## config.mk

```make
export PLATFORM = sky130hd
export DESIGN_NAME = z80_page_mapper
export DESIGN_NICKNAME = d
export VERILOG_FILES = /design/src/rtl/z80map_pkg.sv /design/src/rtl/io_port_decode.sv /design/src/rtl/page_map_regs.sv /design/src/rtl/ctrl_latch.sv /design/src/rtl/chip_select_decode.sv /design/src/rtl/z80_page_mapper.sv
export SDC_FILE = /design/constraint.sdc
export NUM_CORES = 1
export LEC_CHECK = 0
export BUFFER_PORTS_ARGS = -buffer_cell sky130_fd_sc_hd__buf_2
export CORE_MARGIN = 3
export CORE_UTILIZATION = 48
export DETAILED_ROUTE_END_ITERATION = 12
export GPL_TIMING_DRIVEN = 1
export PLACE_DENSITY = 0.79
export SKIP_CTS_REPAIR_TIMING = 1
export SLEW_MARGIN = 20
export SYNTH_ARGS = -nofsm -noshare
export SYNTH_HDL_FRONTEND = slang
export SYNTH_HIERARCHICAL = 1
export SYNTH_SLANG_ARGS = --single-unit
```

## constraint.sdc

```tcl
create_clock -name clk -period 2.3 [get_ports clk]
set_input_delay 0.23 -clock clk [delete_from_list [all_inputs] [get_ports clk]]
set_output_delay 0.23 -clock clk [all_outputs]
set_load 0.03 [all_outputs]
```

## src/rtl/z80map_pkg.sv

```systemverilog
package z80map_pkg;

    localparam int CPU_AW   = 16;
    localparam int DATA_W   = 8;
    localparam int PAGE_W   = 8;
    localparam int NUM_WIN  = 4;
    localparam int WIN_BITS = $clog2(NUM_WIN);
    localparam int OFFS_W   = CPU_AW - WIN_BITS;
    localparam int PHYS_AW  = OFFS_W + PAGE_W;
    localparam int NUM_CS   = 8;
    localparam int CS_BITS  = $clog2(NUM_CS);
    localparam int GP_W     = DATA_W - 1;
    localparam int PORT_W   = 8;

    typedef logic [PAGE_W-1:0]   page_t;
    typedef logic [WIN_BITS-1:0] win_t;
    typedef logic [PORT_W-1:0]   port_t;

    typedef struct packed {
        logic [NUM_WIN-1:0] map_we;
        logic               ctrl_we;
    } port_wr_t;

    typedef struct packed {
        logic            map_en;
        logic [GP_W-1:0] gp;
    } ctrl_t;

    localparam page_t BOOT_PAGE = '1;

    function automatic page_t pick_page(input logic en, input page_t mapped);
        return en ? mapped : BOOT_PAGE;
    endfunction

    function automatic logic [NUM_CS-1:0] cs_decode(input logic active,
                                                    input logic [CS_BITS-1:0] sel);
        logic [NUM_CS-1:0] v;
        v = '0;
        if (active) v[sel] = 1'b1;
        return ~v;
    endfunction

endpackage

```

## src/rtl/io_port_decode.sv

```systemverilog
module io_port_decode
    import z80map_pkg::*;
#(
    parameter port_t MAP_PORT_BASE = 8'h60,
    parameter port_t CTRL_PORT     = 8'h64
) (
    input  port_t    port_addr,
    input  logic     iorq_n,
    input  logic     wr_n,
    output port_wr_t wr
);
    localparam port_t BLOCK_MASK = ~port_t'(NUM_WIN - 1);

    logic io_wr;
    logic in_block;

    always_comb begin
        io_wr    = !iorq_n && !wr_n;
        in_block = (port_addr & BLOCK_MASK) == (MAP_PORT_BASE & BLOCK_MASK);
    end

    for (genvar g = 0; g < NUM_WIN; g++) begin : g_we
        always_comb wr.map_we[g] = io_wr && in_block &&
                                   (port_addr[WIN_BITS-1:0] == WIN_BITS'(g));
    end

    always_comb wr.ctrl_we = io_wr && (port_addr == CTRL_PORT);

    always_comb begin
        assert ($onehot0({wr.map_we, wr.ctrl_we}))
            else $error("assert_single_target_R4: two port targets at once");
    end

endmodule

```

## src/rtl/page_map_regs.sv

```systemverilog
module page_map_regs
    import z80map_pkg::*;
(
    input  logic               clk,
    input  logic               rst,
    input  logic [NUM_WIN-1:0] we,
    input  page_t              wdata,
    input  win_t               rd_sel,
    output page_t              rd_page
);
    page_t entry_q [NUM_WIN];

    for (genvar g = 0; g < NUM_WIN; g++) begin : g_entry
        always_ff @(posedge clk) begin
            if (we[g]) entry_q[g] <= wdata;
        end

        assert_entry_hold_R5: assert property (@(posedge clk) disable iff (rst)
            !we[g] |=> $stable(entry_q[g]));

        assert_entry_load_R4: assert property (@(posedge clk) disable iff (rst)
            we[g] |=> (entry_q[g] == $past(wdata)));
    end

    always_comb rd_page = entry_q[rd_sel];

endmodule

```

## src/rtl/ctrl_latch.sv

```systemverilog
module ctrl_latch
    import z80map_pkg::*;
(
    input  logic  clk,
    input  logic  rst,
    input  logic  we,
    input  page_t wdata,
    output ctrl_t ctrl
);
    ctrl_t ctrl_q;

    always_ff @(posedge clk) begin
        if (rst)     ctrl_q <= '0;
        else if (we) ctrl_q <= '{map_en: wdata[0], gp: wdata[DATA_W-1:1]};
    end

    always_comb ctrl = ctrl_q;

    assert_reset_clear_R1: assert property (@(posedge clk) disable iff (rst)
        $past(rst) |-> (ctrl_q == '0));

    assert_ctrl_hold_R6: assert property (@(posedge clk) disable iff (rst)
        !we |=> $stable(ctrl_q));

endmodule

```

## src/rtl/chip_select_decode.sv

```systemverilog
module chip_select_decode
    import z80map_pkg::*;
(
    input  logic               clk,
    input  logic               rst,
    input  logic               mreq_n,
    input  logic               rfsh_n,
    input  logic [CS_BITS-1:0] bank,
    output logic [NUM_CS-1:0]  cs_n
);
    logic mem_cycle;

    always_comb begin
        mem_cycle = !mreq_n && rfsh_n;
        cs_n      = cs_decode(mem_cycle, bank);
    end

    assert_cs_onehot_R7: assert property (@(posedge clk) disable iff (rst)
        $onehot0(~cs_n));

    assert_cs_idle_R7: assert property (@(posedge clk) disable iff (rst)
        (mreq_n || !rfsh_n) |-> (&cs_n));

endmodule

```

## src/rtl/z80_page_mapper.sv

```systemverilog
module z80_page_mapper
    import z80map_pkg::*;
#(
    parameter logic [7:0] MAP_PORT_BASE = 8'h60,
    parameter logic [7:0] CTRL_PORT     = 8'h64
) (
    input  logic        clk,
    input  logic        rst,
    input  logic [15:0] cpu_addr,
    input  logic [7:0]  cpu_data,
    input  logic        iorq_n,
    input  logic        wr_n,
    input  logic        mreq_n,
    input  logic        rfsh_n,
    output logic [21:0] phys_addr,
    output logic [7:0]  chip_sel_n,
    output logic [6:0]  gp_out
);
    port_wr_t port_wr;
    page_t    mapped_page;
    page_t    eff_page;
    ctrl_t    ctrl;

    io_port_decode #(
        .MAP_PORT_BASE (MAP_PORT_BASE),
        .CTRL_PORT     (CTRL_PORT)
    ) decode_i (
        .port_addr (cpu_addr[PORT_W-1:0]),
        .iorq_n    (iorq_n),
        .wr_n      (wr_n),
        .wr        (port_wr)
    );

    page_map_regs regs_i (
        .clk     (clk),
        .rst     (rst),
        .we      (port_wr.map_we),
        .wdata   (cpu_data),
        .rd_sel  (cpu_addr[CPU_AW-1 -: WIN_BITS]),
        .rd_page (mapped_page)
    );

    ctrl_latch ctrl_i (
        .clk   (clk),
        .rst   (rst),
        .we    (port_wr.ctrl_we),
        .wdata (cpu_data),
        .ctrl  (ctrl)
    );

    always_comb begin
        eff_page  = pick_page(ctrl.map_en, mapped_page);
        phys_addr = {eff_page, cpu_addr[OFFS_W-1:0]};
        gp_out    = ctrl.gp;
    end

    chip_select_decode cs_i (
        .clk    (clk),
        .rst    (rst),
        .mreq_n (mreq_n),
        .rfsh_n (rfsh_n),
        .bank   (phys_addr[PHYS_AW-1 -: CS_BITS]),
        .cs_n   (chip_sel_n)
    );

    assert_boot_page_R2: assert property (@(posedge clk) disable iff (rst)
        !ctrl.map_en |-> (&phys_addr[PHYS_AW-1:OFFS_W]));

    assert_offset_pass_R8: assert property (@(posedge clk) disable iff (rst)
        phys_addr[OFFS_W-1:0] == cpu_addr[OFFS_W-1:0]);

endmodule

```

==> flow_summary.json, run 1 <==
{
  "avgSynthCellArea_um2": 15.6,
  "vdd_drop_max_mv": 0.372,
  "max_freq_mhz": 467,
  "antenna_found_initial": 0,
  "timing.rr.start": "ctrl_i/ctrl[7]",
  "cts_tree": "done",
  "multi_input_area_um2": 508,
  "max_cap_viol_count": 0,
  "skew_ns": 0,
  "path_class": "reg2out",
  "min-delay-start": "cpu_data[2]",
  "synthesis.nets": 143,
  "die_w_um": 66.5,
  "min_to": "regs_i/entry_q[1][2]",
  "final_common_cell": "buf_2",
  "hold_path.class": "in2reg",
  "drive_above_1_share_pct": 50.0,
  "ys_ff_latch": 40,
  "rr_worst_depth": 2,
  "cp.required_ns": 2.07,
  "rsz0062_at_grt": "false",
  "start_kind": "flop",
  "num-fill-cells": 274,
  "grt_pass1_wl_um": 5100,
  "htreeDepth": 2,
  "core_mm2": 0.00344,
  "ys_types": 23,
  "fin_crit_sh_pct": 93.2,
  "clkSlewWorstSetupHoldPaths_ns": 0.07,
  "syn-cell-area_mm2": 0.00176,
  "first_pass_iters": 4,
  "pin_count": 67,
  "cts_made_buffers": 5,
  "ant_nets": 0,
  "synthCells": 113,
  "drc": 0,
  "hpwl_um": 2380,
  "wl_per_cell_um": 15.4,
  "worst_pin_slew_ns": 0.343,
  "status": "finished clean",
  "hold_depth": 1,
  "yosysWarningCount": 6,
  "place_congestion": 0.703,
  "reg2reg_slack_ns": 1.50,
  "die_area_mm2": 0.00442,
  "critPathCaptureType": "primary output",
  "drt_iter0_markers": 49,
  "io_buffers": 54,
  "place_ws_ns": 0.193,
  "cts_sinks": 40,
  "power.leakage_nw": 0.748,
  "regArea_mm2": 0.00112,
  "clockBufferDepth": 2,
  "dieHeight_um": 66.5,
  "diodes": 0,
  "slew_headroom_pct": 77.1,
  "setup_viol": 0,
  "area_delta_synth_final_pct": 20.0,
  "final_core_util_pct": 61.3,
  "initial_core_util_pct": 51.1,
  "finalWorstSetupSlack_ns": 0.157,
  "first_global_vias": 1104,
  "final_hold_viol_count": 0,
  "cts_root_buf": "clkbuf_8",
  "clock_latency_ns": 0.29,
  "slew_viol_final": 0,
  "layout_common_cells": "buf_2 (54), edfxtp_1 (32), nor2_1 (9)",
  "grt_start_max_net_pins": 14,
  "ys_seq_area_share_pct": 63.8,
  "worstPathMaxFanout": 5,
  "rows": 21,
  "nets": 191,
  "grt_usage_pct": 16.1,
  "worstPathArrival_ns": 1.91,
  "grt-ovfl-total": 0,
  "setup_tns_ns": 0,
  "reg2reg_to": "ctrl_i/ctrl[7]",
  "wl_um": 3200,
  "viasPerCell": 5.20,
  "fin_crit_ns": 2.14,
  "power_density_mw_per_mm2": 675,
  "via_count": 1082
}
-- report_power, final --
part / leakage [nW] / switching [mW] / internal, mW
Sequential: 0.352 / 0.000209 / 0.780
Clock: 0.0541 / 0.234 / 0.321
Combinational: 0.341 / 0.0515 / 0.0381
Total: 0.748 / 0.286 / 1.14
-- Yosys cell counts --
cell type,instances,area [um^2]
mux4_2,8,180
and3b_1,1,8.76
edfxtp_1,32,961
nor2b_4,1,13.8
nor3b_2,1,12.5
nor3_1,2,10.0
inv_1,1,3.75
nand4_1,1,6.26
buf_4,14,105
nand3_1,4,20.0
mux2i_1,8,80.1
or4b_1,1,10.0
buf_6,2,22.5
dfxtp_1,8,160
nand2_1,4,15.0
nor2_1,9,33.8
buf_1,1,3.75
nand4bb_1,1,11.3
nand2b_1,8,50.1
clkbuf_2,1,5.00
nor4b_2,1,15.0
or4_4,1,11.3
nor4_1,3,18.8
-- per-layer routing --
| layer | share of wire [%] | wire [um] | GRT usage, % |
|---|---|---|---|
| met4 | 1.8 | 58 | 7.61 |
| met2 | 53 | 1680 | 28.0 |
| met1 | 37 | 1200 | 17.5 |
| met5 | 0 | 0 | 0 |
| met3 | 8.3 | 265 | 5.56 |
-- cell families (layout without fill, tap and decap cells) --
kind of cell	count (synthesis)	count (layout)	synth area share [%]
DFF	40	40	63.8
buffers and inverters	19	68	7.97
muxes	16	16	14.8
and+or+nand+nor	38	38	13.5
-- critical path, stage by stage, from the launching register on --
cell and delay, ns:
edfxtp_1 0.37, mux4_2 0.46, nand2b_1 0.22, nor3_2 0.26, nand3_1 0.11, buf_2 0.19
-- worst max path at each step --
| stage | startpoint | end | slack (ns) | cells past startpoint |
|---|---|---|---|---|
| after detailed placement | cpu_addr[14] | chip_sel_n[4] | 0.19 | 6 |
| after global placement | cpu_addr[14] | chip_sel_n[4] | 0.31 | 6 |
| final | regs_i/entry_q[3][5] | chip_sel_n[4] | 0.16 | 5 |
| after global routing | regs_i/entry_q[3][5] | chip_sel_n[4] | 0.02 | 5 |
| after floorplan | wr_n | regs_i/entry_q[0][0] | 0.29 | 2 |
| after CTS | regs_i/entry_q[3][5] | chip_sel_n[4] | 0.09 | 5 |
-- layout make-up --
cell class / instances / area share, %
Sequential cell: 40 / 53.1
Clock inverter: 3 / 2.02
Inverter: 1 / 0.178
Tap cell: 46 / 2.73
Clock buffer: 5 / 3.26
Multi-Input combinational cell: 54 / 24.1
Timing Repair Buffer: 59 / 14.6
-- through the flow --
stage,area (um^2),total power [mW],cells,hold WS [ns]
after floorplan,1760,0.875,113,0.329
after global placement,1990,0.883,200,0.455
after detailed placement,1990,0.887,200,0.460
after CTS,2100,1.44,208,0.167
after global routing,2110,1.48,208,0.165
final,2110,1.42,208,0.174
-- sequential cells by signal, indices dropped and copies added, names as in the netlist --
register	cells
ctrl_i/ctrl	8
regs_i/entry_q	32
Power figures use the tool's default switching activity.
==> inputs of run 2 (changes only) <==
REMOVE_ABC_BUFFERS = 1   (was not set)
==> flow_summary.json, run 2 (synthesized netlist as in run 1, its figures left out) <==
{
  "status": "finished clean",
  "clockBufferDepth": 2,
  "grt_start_max_net_pins": 13,
  "final_common_cell": "buf_2",
  "max_freq_mhz": 473,
  "min-delay-start": "cpu_data[2]",
  "slew_headroom_pct": 77.9,
  "drive_above_1_share_pct": 49.7,
  "start_kind": "flop",
  "dieHeight_um": 66.5,
  "setup_tns_ns": 0,
  "place_congestion": 0.726,
  "vdd_drop_max_mv": 0.476,
  "fin_crit_sh_pct": 91.8,
  "drc": 0,
  "crit_start": "regs_i/entry_q[3][6]",
  "worstPathArrival_ns": 1.88,
  "ant_nets": 0,
  "critPathCaptureType": "primary output",
  "final_hold_viol_count": 0,
  "setup_viol": 0,
  "antenna_found_initial": 0,
  "largest_reg_flops": 32,
  "power.leakage_nw": 0.753,
  "regMostFlops": "regs_i/entry_q",
  "pin_count": 67,
  "timing.rr.start": "ctrl_i/ctrl[7]",
  "hpwl_um": 2230,
  "clkSlewWorstSetupHoldPaths_ns": 0.07,
  "wl_um": 3010,
  "clock_latency_ns": 0.29,
  "worst_pin_slew_ns": 0.331,
  "cts_root_buf": "clkbuf_8",
  "wl_per_cell_um": 14.4,
  "rsz0062_at_grt": "false",
  "die_area_mm2": 0.00442,
  "viasPerCell": 5.19,
  "grt_usage_pct": 15.4,
  "path_class": "reg2out",
  "max_cap_viol_count": 0,
  "hold_ws_ns": 0.170,
  "via_count": 1085,
  "rows": 21,
  "slew_viol_final": 0,
  "htreeDepth": 2,
  "worstPathMaxFanout": 6,
  "area_delta_synth_final_pct": 20.2,
  "first_pass_iters": 4,
  "fin_crit_ns": 2.11,
  "drt_iter0_markers": 10,
  "die_w_um": 66.5,
  "final_core_util_pct": 61.4,
  "grt_pass1_wl_um": 4800,
  "core_mm2": 0.00344,
  "first_global_vias": 1030,
  "skew_ns": 0,
  "grt-ovfl-total": 0,
  "initial_core_util_pct": 51.1,
  "layout_common_cells": "buf_2 (54), edfxtp_1 (32), nor2_1 (9)",
  "cp.required_ns": 2.07,
  "cts_tree": "done",
  "io_buffers": 54,
  "power_density_mw_per_mm2": 668,
  "diodes": 0,
  "cts_made_buffers": 5,
  "hold_path.class": "in2reg",
  "cts_sinks": 40,
  "nets": 192
}
run 2: critical path: stages (launching register included):
cell      delay (ns)
edfxtp_1        0.37
mux4_2          0.46
nand2b_1        0.25
and3b_1         0.25
nand3_1         0.08
buf_2           0.20
run 2: final cells by class:
| cell class | instances | area [um^2] |
|---|---|---|
| Multi-Input combinational cell | 54 | 508 |
| Tap cell | 46 | 57.6 |
| Timing Repair Buffer | 60 | 315 |
| Clock buffer | 6 | 72.6 |
| Sequential cell | 40 | 1120 |
| Inverter | 1 | 3.75 |
| Fill cell | 262 | 1330 |
| Clock inverter | 2 | 35.0 |
run 2: path summary, 6_finish.rpt:
path	depth (start not counted)	slack, ns	endpoint
min reg2reg	2	0.49	ctrl_i/ctrl[2]
max reg2reg	2	1.50	ctrl_i/ctrl[7]
min	1	0.17	regs_i/entry_q[2][2]
max	5	0.19	chip_sel_n[7]
run 2: metal layers:
metal  vias up  GRT usage, %  share of wire, %
met2        59          27.8                53
met4         0          6.85               1.6
met3         5          5.06               8.3
met1       508          16.0                37
li1        513             -                 -
met5         -             0                 0
run 2: metrics by stage:
| step | area [um^2] | worst slack [ns] | power (mW) | cells |
|---|---|---|---|---|
| after floorplan | 1620 | -0.0235 | 0.821 | 95 |
| after global placement | 2000 | 0.472 | 0.885 | 201 |
| after detailed placement | 2000 | 0.415 | 0.888 | 201 |
| after CTS | 2110 | 0.178 | 1.42 | 209 |
| after global routing | 2110 | 0.0565 | 1.46 | 209 |
| final | 2110 | 0.187 | 1.41 | 209 |
run 2: power by group:
group          internal [mW]  total, mW  switching, mW  leakage (nW)
sequential             0.780      0.780       0.000200         0.352
clock                  0.321      0.540          0.219        0.0552
combinational         0.0393     0.0905         0.0511         0.346
